**src/rtl/ber_cls_pkg.sv**
```systemverilog
package ber_cls_pkg;

  typedef enum logic [1:0] {
    ST_SEED  = 2'd0,
    ST_CHECK = 2'd1,
    ST_LOCK  = 2'd2
  } sync_st_t;

  // increment strobes, one per counter; bit order fixes counter index
  typedef struct packed {
    logic total;  // [4]
    logic omit;   // [3]
    logic ins;    // [2]
    logic ovhd;   // [1]
    logic pay;    // [0]
  } err_inc_t;

  localparam int NUM_CTR = 5;

endpackage

```
**src/rtl/ber_sat_ctr.sv**
```systemverilog
module ber_sat_ctr #(
  parameter int W = 16
) (
  input  logic         clk,
  input  logic         rst_n,
  input  logic         clr,
  input  logic         inc,
  output logic [W-1:0] count,
  output logic         sat_hit
);

  localparam logic [W-1:0] MAXV = '1;

  assign sat_hit = inc && !clr && (count == MAXV);

  always_ff @(posedge clk or negedge rst_n) begin
    if (!rst_n)                       count <= '0;
    else if (clr)                     count <= '0;
    else if (inc && (count != MAXV))  count <= count + 1'b1;
  end

endmodule

```
**src/rtl/ber_ref_gen.sv**
```systemverilog
module ber_ref_gen #(
  parameter int N   = 7,
  parameter int TAP = 6
) (
  input  logic clk,
  input  logic rst_n,
  input  logic shift,
  input  logic load_rx,
  input  logic rx_bit,
  output logic exp_bit
);

  logic [N-1:0] hist;  // hist[0] newest bit

  function automatic logic predict(input logic [N-1:0] h);
    return h[N-1] ^ h[TAP-1];
  endfunction

  assign exp_bit = predict(hist);

  always_ff @(posedge clk or negedge rst_n) begin
    if (!rst_n)     hist <= '0;
    else if (shift) hist <= {hist[N-2:0], (load_rx ? rx_bit : exp_bit)};
  end

endmodule

```
**src/rtl/ber_sync_ctl.sv**
```systemverilog
module ber_sync_ctl
  import ber_cls_pkg::*;
#(
  parameter int N           = 7,
  parameter int LOCK_RUN    = 64,
  parameter int BLK_LOG_MAX = 16,
  parameter int KW          = 8,
  parameter int MW          = 5
) (
  input  logic          clk,
  input  logic          rst_n,
  input  logic          start,
  input  logic          valid,
  input  logic          mism,
  input  logic          autosync_en,
  input  logic [KW-1:0] rate_k,
  input  logic [MW-1:0] rate_m,
  output logic          locked,
  output logic          seeding,
  output logic          lock_gain,
  output logic          lock_drop
);

  localparam int SEED_W = $clog2(N + 1);
  localparam int RUN_W  = $clog2(LOCK_RUN + 1);

  sync_st_t                 state;
  logic [SEED_W-1:0]        seed_cnt;
  logic [RUN_W-1:0]         run_cnt;
  logic [BLK_LOG_MAX-1:0]   blk_cnt;
  logic [KW:0]              blk_err;
  logic [KW:0]              blk_err_nxt;
  logic                     blk_last;
  logic                     rate_trip;

  function automatic logic at_block_end(input logic [BLK_LOG_MAX-1:0] cnt,
                                        input logic [MW-1:0] m);
    logic [BLK_LOG_MAX-1:0] lim;
    lim = ~({BLK_LOG_MAX{1'b1}} << m);
    return cnt == lim;
  endfunction

  assign blk_err_nxt = blk_err + {{KW{1'b0}}, mism};
  assign blk_last    = at_block_end(blk_cnt, rate_m);
  assign rate_trip   = autosync_en && (blk_err_nxt > {1'b0, rate_k});

  assign locked    = (state == ST_LOCK);
  assign seeding   = (state == ST_SEED);
  assign lock_gain = (state == ST_CHECK) && valid && !start && !mism &&
                     (run_cnt == RUN_W'(LOCK_RUN - 1));
  assign lock_drop = (state == ST_LOCK) && valid && !start && rate_trip;

  always_ff @(posedge clk or negedge rst_n) begin
    if (!rst_n) begin
      state    <= ST_SEED;
      seed_cnt <= '0;
      run_cnt  <= '0;
      blk_cnt  <= '0;
      blk_err  <= '0;
    end else if (start) begin
      state    <= ST_SEED;
      seed_cnt <= '0;
      run_cnt  <= '0;
      blk_cnt  <= '0;
      blk_err  <= '0;
    end else if (valid) begin
      case (state)
        ST_SEED: begin
          if (seed_cnt == SEED_W'(N - 1)) begin
            state   <= ST_CHECK;
            run_cnt <= '0;
          end else begin
            seed_cnt <= seed_cnt + 1'b1;
          end
        end
        ST_CHECK: begin
          if (mism) begin
            state    <= ST_SEED;
            seed_cnt <= '0;
          end else if (lock_gain) begin
            state   <= ST_LOCK;
            blk_cnt <= '0;
            blk_err <= '0;
          end else begin
            run_cnt <= run_cnt + 1'b1;
          end
        end
        ST_LOCK: begin
          if (lock_drop) begin
            state    <= ST_SEED;
            seed_cnt <= '0;
          end else if (blk_last) begin
            blk_cnt <= '0;
            blk_err <= '0;
          end else begin
            blk_cnt <= blk_cnt + 1'b1;
            blk_err <= blk_err_nxt;
          end
        end
        default: state <= ST_SEED;
      endcase
    end
  end

endmodule

```
**src/rtl/ber_classifier.sv**
```systemverilog
module ber_classifier
  import ber_cls_pkg::*;
#(
  parameter int PRBS_N      = 7,
  parameter int PRBS_TAP    = 6,
  parameter int LOCK_RUN    = 64,
  parameter int CNT_W       = 16,
  parameter int POS_W       = 16,
  parameter int KW          = 8,
  parameter int BLK_LOG_MAX = 16,
  parameter int MW          = $clog2(BLK_LOG_MAX + 1),
  parameter int BURST_W     = 20
) (
  input  logic               clk,
  input  logic               rst_n,
  input  logic               start,
  input  logic               din_valid,
  input  logic               din,
  input  logic               invert,
  input  logic               frame_en,
  input  logic [POS_W-1:0]   frame_len,
  input  logic [POS_W-1:0]   ovhd_len,
  input  logic               mask_en,
  input  logic [POS_W-1:0]   mask_lo,
  input  logic [POS_W-1:0]   mask_hi,
  input  logic               autosync_en,
  input  logic [KW-1:0]      rate_k,
  input  logic [MW-1:0]      rate_m,
  input  logic               burst_en,
  input  logic [BURST_W-1:0] burst_len,
  output logic               locked,
  output logic               sync_loss,
  output logic               data_err,
  output logic               sync_hist,
  output logic               overflow,
  output logic [CNT_W-1:0]   cnt_omit,
  output logic [CNT_W-1:0]   cnt_ins,
  output logic [CNT_W-1:0]   cnt_total,
  output logic [CNT_W-1:0]   cnt_ovhd,
  output logic [CNT_W-1:0]   cnt_pay,
  output logic [CNT_W-1:0]   cnt_frame_all
);

  // named internal events
  logic               rx_bit;
  logic               exp_bit;
  logic               seeding;
  logic               lock_gain;
  logic               lock_drop;
  logic               in_mask;
  logic               in_ovhd;
  logic               mism;
  logic               measuring;
  logic               count_ev;
  logic [POS_W-1:0]   pos;
  logic [BURST_W-1:0] burst_cnt;
  err_inc_t           inc_s;
  logic [NUM_CTR-1:0] inc_v;
  logic [NUM_CTR-1:0] sat_v;
  logic [CNT_W-1:0]   ctr_val [NUM_CTR];

  function automatic logic in_window(input logic [POS_W-1:0] p,
                                     input logic [POS_W-1:0] lo,
                                     input logic [POS_W-1:0] hi);
    return (p >= lo) && (p <= hi);
  endfunction

  function automatic logic [CNT_W-1:0] sat_add(input logic [CNT_W-1:0] a,
                                               input logic [CNT_W-1:0] b);
    logic [CNT_W:0] s;
    s = {1'b0, a} + {1'b0, b};
    return s[CNT_W] ? {CNT_W{1'b1}} : s[CNT_W-1:0];
  endfunction

  function automatic logic [POS_W-1:0] pos_next(input logic [POS_W-1:0] p,
                                                input logic [POS_W-1:0] len);
    return (p >= len - 1'b1) ? '0 : p + 1'b1;
  endfunction

  assign rx_bit  = din ^ invert;
  assign in_mask = mask_en && in_window(pos, mask_lo, mask_hi);
  assign in_ovhd = (pos < ovhd_len);
  assign mism    = (rx_bit ^ exp_bit) && !in_mask;

  ber_ref_gen #(
    .N   (PRBS_N),
    .TAP (PRBS_TAP)
  ) u_ref (
    .clk     (clk),
    .rst_n   (rst_n),
    .shift   (din_valid && !start),
    .load_rx (seeding),
    .rx_bit  (rx_bit),
    .exp_bit (exp_bit)
  );

  ber_sync_ctl #(
    .N           (PRBS_N),
    .LOCK_RUN    (LOCK_RUN),
    .BLK_LOG_MAX (BLK_LOG_MAX),
    .KW          (KW),
    .MW          (MW)
  ) u_sync (
    .clk         (clk),
    .rst_n       (rst_n),
    .start       (start),
    .valid       (din_valid),
    .mism        (mism),
    .autosync_en (autosync_en),
    .rate_k      (rate_k),
    .rate_m      (rate_m),
    .locked      (locked),
    .seeding     (seeding),
    .lock_gain   (lock_gain),
    .lock_drop   (lock_drop)
  );

  // frame position: valid bits since start, modulo frame_len
  always_ff @(posedge clk or negedge rst_n) begin
    if (!rst_n)         pos <= '0;
    else if (start)     pos <= '0;
    else if (din_valid) pos <= pos_next(pos, frame_len);
  end

  // burst window timer, reloaded at each lock
  always_ff @(posedge clk or negedge rst_n) begin
    if (!rst_n)                burst_cnt <= '0;
    else if (start)            burst_cnt <= '0;
    else if (lock_gain)        burst_cnt <= burst_len;
    else if (burst_cnt != '0)  burst_cnt <= burst_cnt - 1'b1;
  end

  assign measuring = !burst_en || (burst_cnt != '0);
  assign count_ev  = locked && din_valid && !start && mism && measuring;

  always_comb begin
    inc_s.total = count_ev;
    inc_s.omit  = count_ev && exp_bit;
    inc_s.ins   = count_ev && !exp_bit;
    inc_s.ovhd  = count_ev && frame_en && in_ovhd;
    inc_s.pay   = count_ev && frame_en && !in_ovhd;
  end
  assign inc_v = inc_s;

  for (genvar g = 0; g < NUM_CTR; g++) begin : g_ctr
    ber_sat_ctr #(.W(CNT_W)) u_ctr (
      .clk     (clk),
      .rst_n   (rst_n),
      .clr     (start),
      .inc     (inc_v[g]),
      .count   (ctr_val[g]),
      .sat_hit (sat_v[g])
    );
  end

  assign cnt_total     = ctr_val[4];
  assign cnt_omit      = ctr_val[3];
  assign cnt_ins       = ctr_val[2];
  assign cnt_ovhd      = ctr_val[1];
  assign cnt_pay       = ctr_val[0];
  assign cnt_frame_all = sat_add(cnt_ovhd, cnt_pay);
  assign sync_loss     = !locked;

  always_ff @(posedge clk or negedge rst_n) begin
    if (!rst_n) begin
      data_err  <= 1'b0;
      sync_hist <= 1'b0;
      overflow  <= 1'b0;
    end else begin
      data_err <= count_ev;
      if (start)          sync_hist <= 1'b0;
      else if (lock_drop) sync_hist <= 1'b1;
      if (start)          overflow <= 1'b0;
      else if (|sat_v)    overflow <= 1'b1;
    end
  end

endmodule

```
**config.mk**
```make
export PLATFORM = sky130hd
export DESIGN_NAME = ber_classifier
export DESIGN_NICKNAME = d
export VERILOG_FILES = /design/src/rtl/ber_cls_pkg.sv /design/src/rtl/ber_sat_ctr.sv /design/src/rtl/ber_ref_gen.sv /design/src/rtl/ber_sync_ctl.sv /design/src/rtl/ber_classifier.sv
export SDC_FILE = /design/constraint.sdc
export NUM_CORES = 1
export LEC_CHECK = 0
export ABC_AREA = 0
export CAP_MARGIN = 25
export CORE_MARGIN = 2
export CORE_UTILIZATION = 45
export DETAILED_ROUTE_END_ITERATION = 10
export PLACE_DENSITY = 0.65
export SYNTH_ARGS = -nofsm -noshare
export SYNTH_HDL_FRONTEND = slang
export SYNTH_SLANG_ARGS = --single-unit
```
**constraint.sdc**
```tcl
create_clock -name clk -period 5.9 [get_ports clk]
set_input_delay 0.59 -clock clk [delete_from_list [all_inputs] [get_ports clk]]
set_output_delay 0.59 -clock clk [all_outputs]
set_load 0.02 [all_outputs]
```
# Word-level counts from Yosys, hierarchy flattened

Cells that the tools add are included.
Widths: inputs -> output; s select.

Bits of input ports: 107
Output and inout bits: 101
Bits in registers: 163

Muxes and demuxes: 55
Bitwise gates (word level): 4
Add/subtract/negate cells: 13
Shifts and indexed selects: 1
Magnitude comparators: 5
Equality and inequality tests: 24
Reduce and logical (&&, ||, !) cells: 61

Operators with widths:

| cell                  | count |
|---|---|
| $mux 16               | 20 |
| $add 16x1->16 const B | 7 |
| $eq 16x16->1 const B  | 5 |
| $ne 16x16->1 const B  | 5 |
| $mux 20               | 3 |
| $mux 9                | 6 |
| $mux 7                | 5 |
| $logic_and 1x1->1     | 34 |
| $ge 16x16->1          | 2 |
| $pmux 16 s2           | 1 |
| $reduce_bool 20->1    | 1 |
| $sub 20x1->20 const B | 1 |
| $ne 3x3->1 const B    | 6 |
| $pmux 9 s2            | 1 |
| $add 16x16->17        | 1 |
| $eq 16x16->1          | 1 |
| $le 16x16->1          | 1 |
| $lt 16x16->1          | 1 |
| $not 16->16           | 1 |
| $reduce_bool 2->1     | 8 |
| $shl 16x5->16 const A | 1 |
| $sub 16x1->16 const B | 1 |
| $mux 3                | 5 |
| $reduce_and 5->1      | 3 |
| 23 further kinds      | 43 |

# Logic depth before layout (Yosys ltp)

Gate-level depths: netlist of run 1.

Depth after elaboration: 14
Depth in mapped cells: 26
Mapped depth without buffers: 24

# Hierarchy

From an unflattened synthesis of run 1, not the netlist that was laid out.

Cell total of the unflattened synthesis: 1479
Area, all modules: 12727.2 um2

By module, submodules not included:

| module         | cells an instance | area each (um2) | seq. area each (um2) | times used |
|---|---|---|---|---|
| ber_sat_ctr    | 103               | 959.7           | 400.4                | 5 |
| ber_classifier | 601               | 4734.5          | 975.9                | 1 |
| ber_sync_ctl   | 344               | 2904.0          | 925.9                | 1 |
| ber_ref_gen    | 19                | 290.3           | 175.2                | 1 |

# Least setup slack after synthesis of run 1

OpenSTA, ideal clock, no wires.

Path type: input to register
Start: input port mask_hi[15]
End: register u_sync.blk_cnt[15]
Stages: 25
Buffers on the path: 2
Arrival: 5.245 ns
Path slack: 0.534 ns
Library setup time: 0.121 ns
Path through: inv_1 > ha_1 > nand4_1 > or4_1 > or3_1 > o2bb2ai_1 > buf_2 > nand2_1 > inv_1 > ha_1 > ha_1 > nand4_1 > inv_1 > nand2_1 > xnor2_1 > ha_1 > a211o_1 > o221ai_1 > a211oi_1 > nor2_1 > a21boi_0 > nand3_1 > clkbuf_1 > o21bai_1 > a22o_1

Longest elaborated chain between the ends: 11

Ends and longest elaborated chain:

| element                      | line                 | text |
|---|---|---|
| from (decl)                  | ber_classifier.sv:25 | `input logic [POS_W-1:0] mask_hi,` |
| $le 16x16->1 *               | ber_classifier.sv:65 | `return (p >= lo) && (p <= hi);` |
| $logic_and 1x1->1 *          | ber_classifier.sv:65 |  |
| $logic_and 1x1->1 *          | ber_classifier.sv:81 | `assign in_mask = mask_en && in_window(pos, mask_lo, mask_hi);` |
| $logic_not 1->1 *            | ber_classifier.sv:83 | `assign mism = (rx_bit ^ exp_bit) && !in_mask;` |
| $logic_and 1x1->1 *          | ber_classifier.sv:83 |  |
| $add 9x1->9                  | ber_sync_ctl.sv:43   | `assign blk_err_nxt = blk_err + {{KW{1'b0}}, mism};` |
| $gt 9x8->1                   | ber_sync_ctl.sv:45   | `assign rate_trip = autosync_en && (blk_err_nxt > {1'b0, rate_k});` |
| $logic_and 1x1->1            | ber_sync_ctl.sv:45   |  |
| $logic_and 1x1->1            | ber_sync_ctl.sv:51   | `assign lock_drop = (state == ST_LOCK) && valid && !start && rate_trip;` |
| $ne 3x3->1 (no line)         | -                    |  |
| $reduce_and 5->1 (no line) * | -                    |  |
| to (signal assigned)         | ber_sync_ctl.sv:96   | `blk_cnt <= blk_cnt + 1'b1;` |
| to (decl)                    | ber_sync_ctl.sv:30   | `logic [BLK_LOG_MAX-1:0] blk_cnt;` |

Every way passes the cells marked *; elsewhere a longest branch is shown, timed or not.
A chain may end at the register's enable or synchronous reset.

# Worst setup path in the final report of run 1

Ends and elaborated chain as after synthesis.

==> metrics.txt, run 1 <==
# TYPE chip_impl_metric gauge
chip_impl_metric{name="maxSlewHeadroom",unit="%"} 29.73
chip_impl_metric{name="core_region_area",unit="µm²"} 26800
chip_impl_metric{name="floorplan.initialDensity",unit="%"} 45.54
chip_impl_info{name="combinational_family_with_the_most_area_after_synthesis",value="simple AND/OR/NAND/NOR gates"} 1
chip_impl_metric{name="total_of_endpoints_with_negative_setup_slack_in_the_final_report",unit=""} 0
chip_impl_metric{name="drt-wirelength-per-cell",unit="µm"} 16.44
chip_impl_metric{name="dieArea",unit="µm²"} 28460
chip_impl_metric{name="cell_internal_power",unit="µW"} 2253
chip_impl_metric{name="clkPwrFrac",unit="%"} 36.1
chip_impl_info{name="final_common_cell",value="sky130_fd_sc_hd__clkdlybuf4s50_1"} 1
chip_impl_metric{name="fmaxAchievable",unit="MHz"} 182.2
chip_impl_metric{name="dieWidth",unit="µm"} 168.7
chip_impl_info{name="cts_tree",value="yes"} 1
chip_impl_metric{name="placement.io_buffers",unit=""} 207
chip_impl_metric{name="post-dp-hpwl",unit="mm"} 24.19
chip_impl_metric{name="drc_errors",unit=""} 0
chip_impl_metric{name="placement.cell_area",unit="µm²"} 14640
chip_impl_metric{name="tightest_slew",unit="ns"} 1.050
chip_impl_metric{name="post_route_cells_drive_above_1_share",unit="%"} 5.559
chip_impl_metric{name="path_clk_slew",unit="ns"} 0.07
chip_impl_metric{name="drt.antenna.violating_nets",unit=""} 0
chip_impl_metric{name="final_critical_path_time_including_i_o_delays_and_setup",unit="ns"} 5.488
chip_impl_metric{name="synth.avg_cell_area",unit="µm²"} 8.423
chip_impl_metric{name="grt_antenna_before_repair",unit=""} 0
chip_impl_metric{name="dieHeight",unit="µm"} 168.7
chip_impl_metric{name="worstSkewPairLatency",unit="ns"} 0.44
chip_impl_metric{name="antenna-diode-count",unit=""} 0
chip_impl_metric{name="post_synth_and_or_nand_nor_area_fraction",unit="%"} 24.84
chip_impl_metric{name="sequentialPowerShare",unit="%"} 38.2
chip_impl_metric{name="cp.arrival",unit="ns"} 5.81
chip_impl_metric{name="drt_first_pass_iters",unit=""} 7
chip_impl_metric{name="p_comb_share",unit="%"} 25.7
chip_impl_metric{name="synth.ff_latch_count",unit=""} 163
chip_impl_metric{name="gr-total-overflow",unit=""} 0
chip_impl_metric{name="hold_viol_final",unit=""} 0
chip_impl_metric{name="synth_compound_area_share",unit="%"} 16.90
chip_impl_metric{name="vdd_ir_drop_max",unit="mV"} 0.2091
chip_impl_metric{name="mappedNetlistArea",unit="µm²"} 12210
chip_impl_metric{name="dr_total_vias",unit=""} 11330
chip_impl_metric{name="postSynth.asyncResetShare",unit="%"} 100.0
chip_impl_metric{name="post-cts-setup-buffer-count",unit=""} 0
chip_impl_metric{name="cts_buffer_depth",unit=""} 2
chip_impl_metric{name="dp_cells",unit=""} 1963
chip_impl_metric{name="route.detailed.vias_per_inst",unit=""} 5.674
chip_impl_metric{name="finish.net_count",unit=""} 1856
chip_impl_info{name="outcome",value="complete, no violations"} 1
chip_impl_info{name="clock-root-buffer",value="sky130_fd_sc_hd__clkbuf_16"} 1
chip_impl_metric{name="crit_required",unit="ns"} 6.22
chip_impl_info{name="crit_type",value="input port to flop"} 1
chip_impl_metric{name="post_synth_fa_ha_maj_area_fraction",unit="%"} 11.01
chip_impl_info{name="rsz0062_at_grt",value="no"} 1
chip_impl_metric{name="grt_pass1_wl",unit="mm"} 54.83
chip_impl_info{name="layout_common_cells",value="sky130_fd_sc_hd__clkdlybuf4s50_1, sky130_fd_sc_hd__nand2_1, sky130_fd_sc_hd__dfrtp_1"} 1
chip_impl_metric{name="cts_buffers",unit=""} 17
chip_impl_info{name="endpoint_kind",value="flop"} 1
chip_impl_metric{name="postSynthNetCount",unit=""} 1662
chip_impl_metric{name="p_leak",unit="µW"} 0.006792
chip_impl_metric{name="maxSlewViolCount",unit=""} 0
chip_impl_metric{name="seq_area_frac_synth",unit="%"} 33.42
chip_impl_metric{name="finalNonFillerCells",unit=""} 1996
chip_impl_metric{name="syn_inst",unit=""} 1449
chip_impl_metric{name="synth-edff-count",unit=""} 0
chip_impl_metric{name="power.switching_fraction",unit="%"} 31.03
chip_impl_metric{name="power_density",unit="nW/µm²"} 213.5
chip_impl_metric{name="n_fill_cell",unit=""} 2494
chip_impl_info{name="min_path_type",value="flop to flop"} 1
chip_impl_info{name="flip_flop_cell_with_the_highest_count_after_synthesis",value="sky130_fd_sc_hd__dfrtp_1"} 1
chip_impl_metric{name="synthMuxAreaShare",unit="%"} 1.989
chip_impl_metric{name="setup_total_negative_slack",unit="ns"} 0
chip_impl_info{name="worstSetupStartpointType",value="input port"} 1
chip_impl_metric{name="critPathMaxFanout",unit=""} 18
chip_impl_metric{name="core.rowCount",unit=""} 60
chip_impl_metric{name="gp_congestion",unit=""} 0.8573
chip_impl_metric{name="ys_warn_count",unit=""} 0
chip_impl_metric{name="clkSinkCount",unit=""} 163
chip_impl_metric{name="period_share",unit="%"} 93.02
chip_impl_metric{name="max-cap-violations",unit=""} 0
chip_impl_metric{name="pin_count",unit=""} 208
chip_impl_metric{name="htree_num_levels",unit=""} 4
chip_impl_metric{name="layout-area-overhead-vs-synth",unit="%"} 25.36
chip_impl_metric{name="yosys.cell_types.count",unit=""} 80
chip_impl_metric{name="fin_skew",unit="ns"} 0.01349
chip_impl_metric{name="final_area",unit="µm²"} 15300
chip_impl_metric{name="vias_in_the_first_global_route",unit=""} 10910
chip_impl_metric{name="grt_usage",unit="%"} 23.47
chip_impl_metric{name="synth_xor_area_share",unit="%"} 6.591
chip_impl_metric{name="power.switching",unit="µW"} 1014
chip_impl_metric{name="fin_worst_hold_slack",unit="ns"} 0.4694
chip_impl_metric{name="dr.first_iter.drc_count",unit=""} 844
chip_impl_metric{name="grt_max_degree",unit=""} 102
chip_impl_metric{name="totalWireLength",unit="mm"} 32.81
[layer usage]
layer  vias to the layer above  GRT usage [%]  part of all wire (%)
li1                       5594              -                     -
met1                      5427          32.66                    48
met2                       276          38.99                    47
met3                        28          3.367                   4.1
met4                         0          5.022                   1.1
met5                         -              0                     0
[cell families (layout without fill, tap and decap cells)]
kind of cell,after synthesis,in the layout
AO/OA/AOI/OAI,310,310
AND/OR/NAND/NOR,600,600
multiplexers,23,23
flip-flops,163,163
adder cells (fa/ha/maj),107,107
XOR/XNOR,91,91
buffers and inverters,155,361
[repair_timing]
item                                   4_1_cts  5_1_grt
endpoints found under the hold margin        0        3
resized for setup                            0        1
hold buffers                                 0        1
setup endpoints to repair                    0       10
[synth_stat cells (all sizes together), types with 18 or more instances]
master  number  area, µm²
nand3       70      350.3
nand4       38      259.0
and3        33      206.5
dfrtp      163       4079
ha         105       1314
o21ai       71      362.8
xor2        27      236.5
nor4        19      118.9
a21oi       76      387.9
xnor2       64      568.1
nor2       115      434.2
or3         25      156.4
a21o        21      157.7
clkbuf      45      168.9
nand2      163      611.8
inv         95      356.6
o31ai       18      135.1
a22o        22      192.7
nor3        54      281.5
[final cells by class]
type	count	area (µm²)	area share [%]
multi-input cells	1131	7510	49.08
inverters	95	356.6	2.331
well taps	341	426.7	2.788
clock buffers	21	470.5	3.075
clock inverters	10	147.6	0.9649
repair buffers	235	2311	15.10
flip-flops and latches	163	4079	26.66
[path summary, 6_finish.rpt]
kind / from / endpoint / slack, ns / depth (start not counted)
worst max-delay path: mask_hi[15] / u_sync.blk_cnt[15] / 0.41 / 25
worst min-delay path: u_ref.hist[3] / u_ref.hist[4] / 0.47 / 2
worst max register to register: pos[9] / u_sync.blk_cnt[15] / 0.55 / 23
worst min register to register: u_ref.hist[3] / u_ref.hist[4] / 0.47 / 2
max in group asynchronous: rst_n / g_ctr[2].u_ctr.count[9] / 3.89 / 4
min in group asynchronous: rst_n / g_ctr[1].u_ctr.count[10] / 0.50 / 2
[flip-flops by register name (all words and copies together) (netlist names)]
name / flops
u_sync.seed_cnt: 3
burst_cnt: 20
overflow: 1
u_sync.blk_cnt: 16
data_err: 1
g_ctr.u_ctr.count: 80
sync_hist: 1
pos: 16
u_sync.run_cnt: 7
u_sync.blk_err: 9
u_sync.state: 2
u_ref.hist: 7
[power by group through the flow]
stage          Combinational (µW)  Sequential [µW]  Clock [µW]
2_1_floorplan                 575             1260           0
3_3_place_gp                  820             1270           0
3_5_place_dp                  838             1270           0
4_1_cts                       843             1250        1200
5_1_grt                       943             1260        1240
6_report                      840             1250        1180
[worst max-delay path, cell delays in order]
cell and delay [ns]:
sky130_fd_sc_hd__clkdlybuf4s50_1 0.49, sky130_fd_sc_hd__inv_1 0.06, sky130_fd_sc_hd__ha_1 0.31, sky130_fd_sc_hd__nand4_1 0.12, sky130_fd_sc_hd__or4_1 0.56, sky130_fd_sc_hd__or3_1 0.41
sky130_fd_sc_hd__o2bb2ai_1 0.18, sky130_fd_sc_hd__nand2_1 0.13, sky130_fd_sc_hd__inv_1 0.07, sky130_fd_sc_hd__ha_1 0.21, sky130_fd_sc_hd__ha_1 0.20, sky130_fd_sc_hd__nand4_1 0.11
sky130_fd_sc_hd__inv_1 0.05, sky130_fd_sc_hd__nand2_1 0.11, sky130_fd_sc_hd__xnor2_1 0.14, sky130_fd_sc_hd__ha_1 0.28, sky130_fd_sc_hd__a211o_1 0.28, sky130_fd_sc_hd__o221ai_1 0.20
sky130_fd_sc_hd__a211oi_1 0.09, sky130_fd_sc_hd__nor2_2 0.20, sky130_fd_sc_hd__a21boi_0 0.19, sky130_fd_sc_hd__nand3_1 0.16, sky130_fd_sc_hd__buf_4 0.23, sky130_fd_sc_hd__o21bai_1 0.17
sky130_fd_sc_hd__a22o_1 0.24
[metrics by stage]
| stage | total power, µW | setup slack, ns | util [%] |
|---|---|---|---|
| finish | 3267 | 0.4121 | 57.09 |
| global route | 3443 | 0.05126 | 57.09 |
| CTS | 3294 | 0.3729 | 56.94 |
| detailed placement | 2107 | -0.02221 | 54.64 |
| global placement | 2088 | 0.1152 | 54.58 |
| floorplan | 1834 | 0.5339 | - |
Note: power is estimated with default switching activity, not from simulation.
==> run 2: changes to the inputs <==
- CTS_CLUSTER_DIAMETER: default -> 60
==> results of run 2 <==
Same layout as run 1: the final DEF is identical, and so are final timing and power.
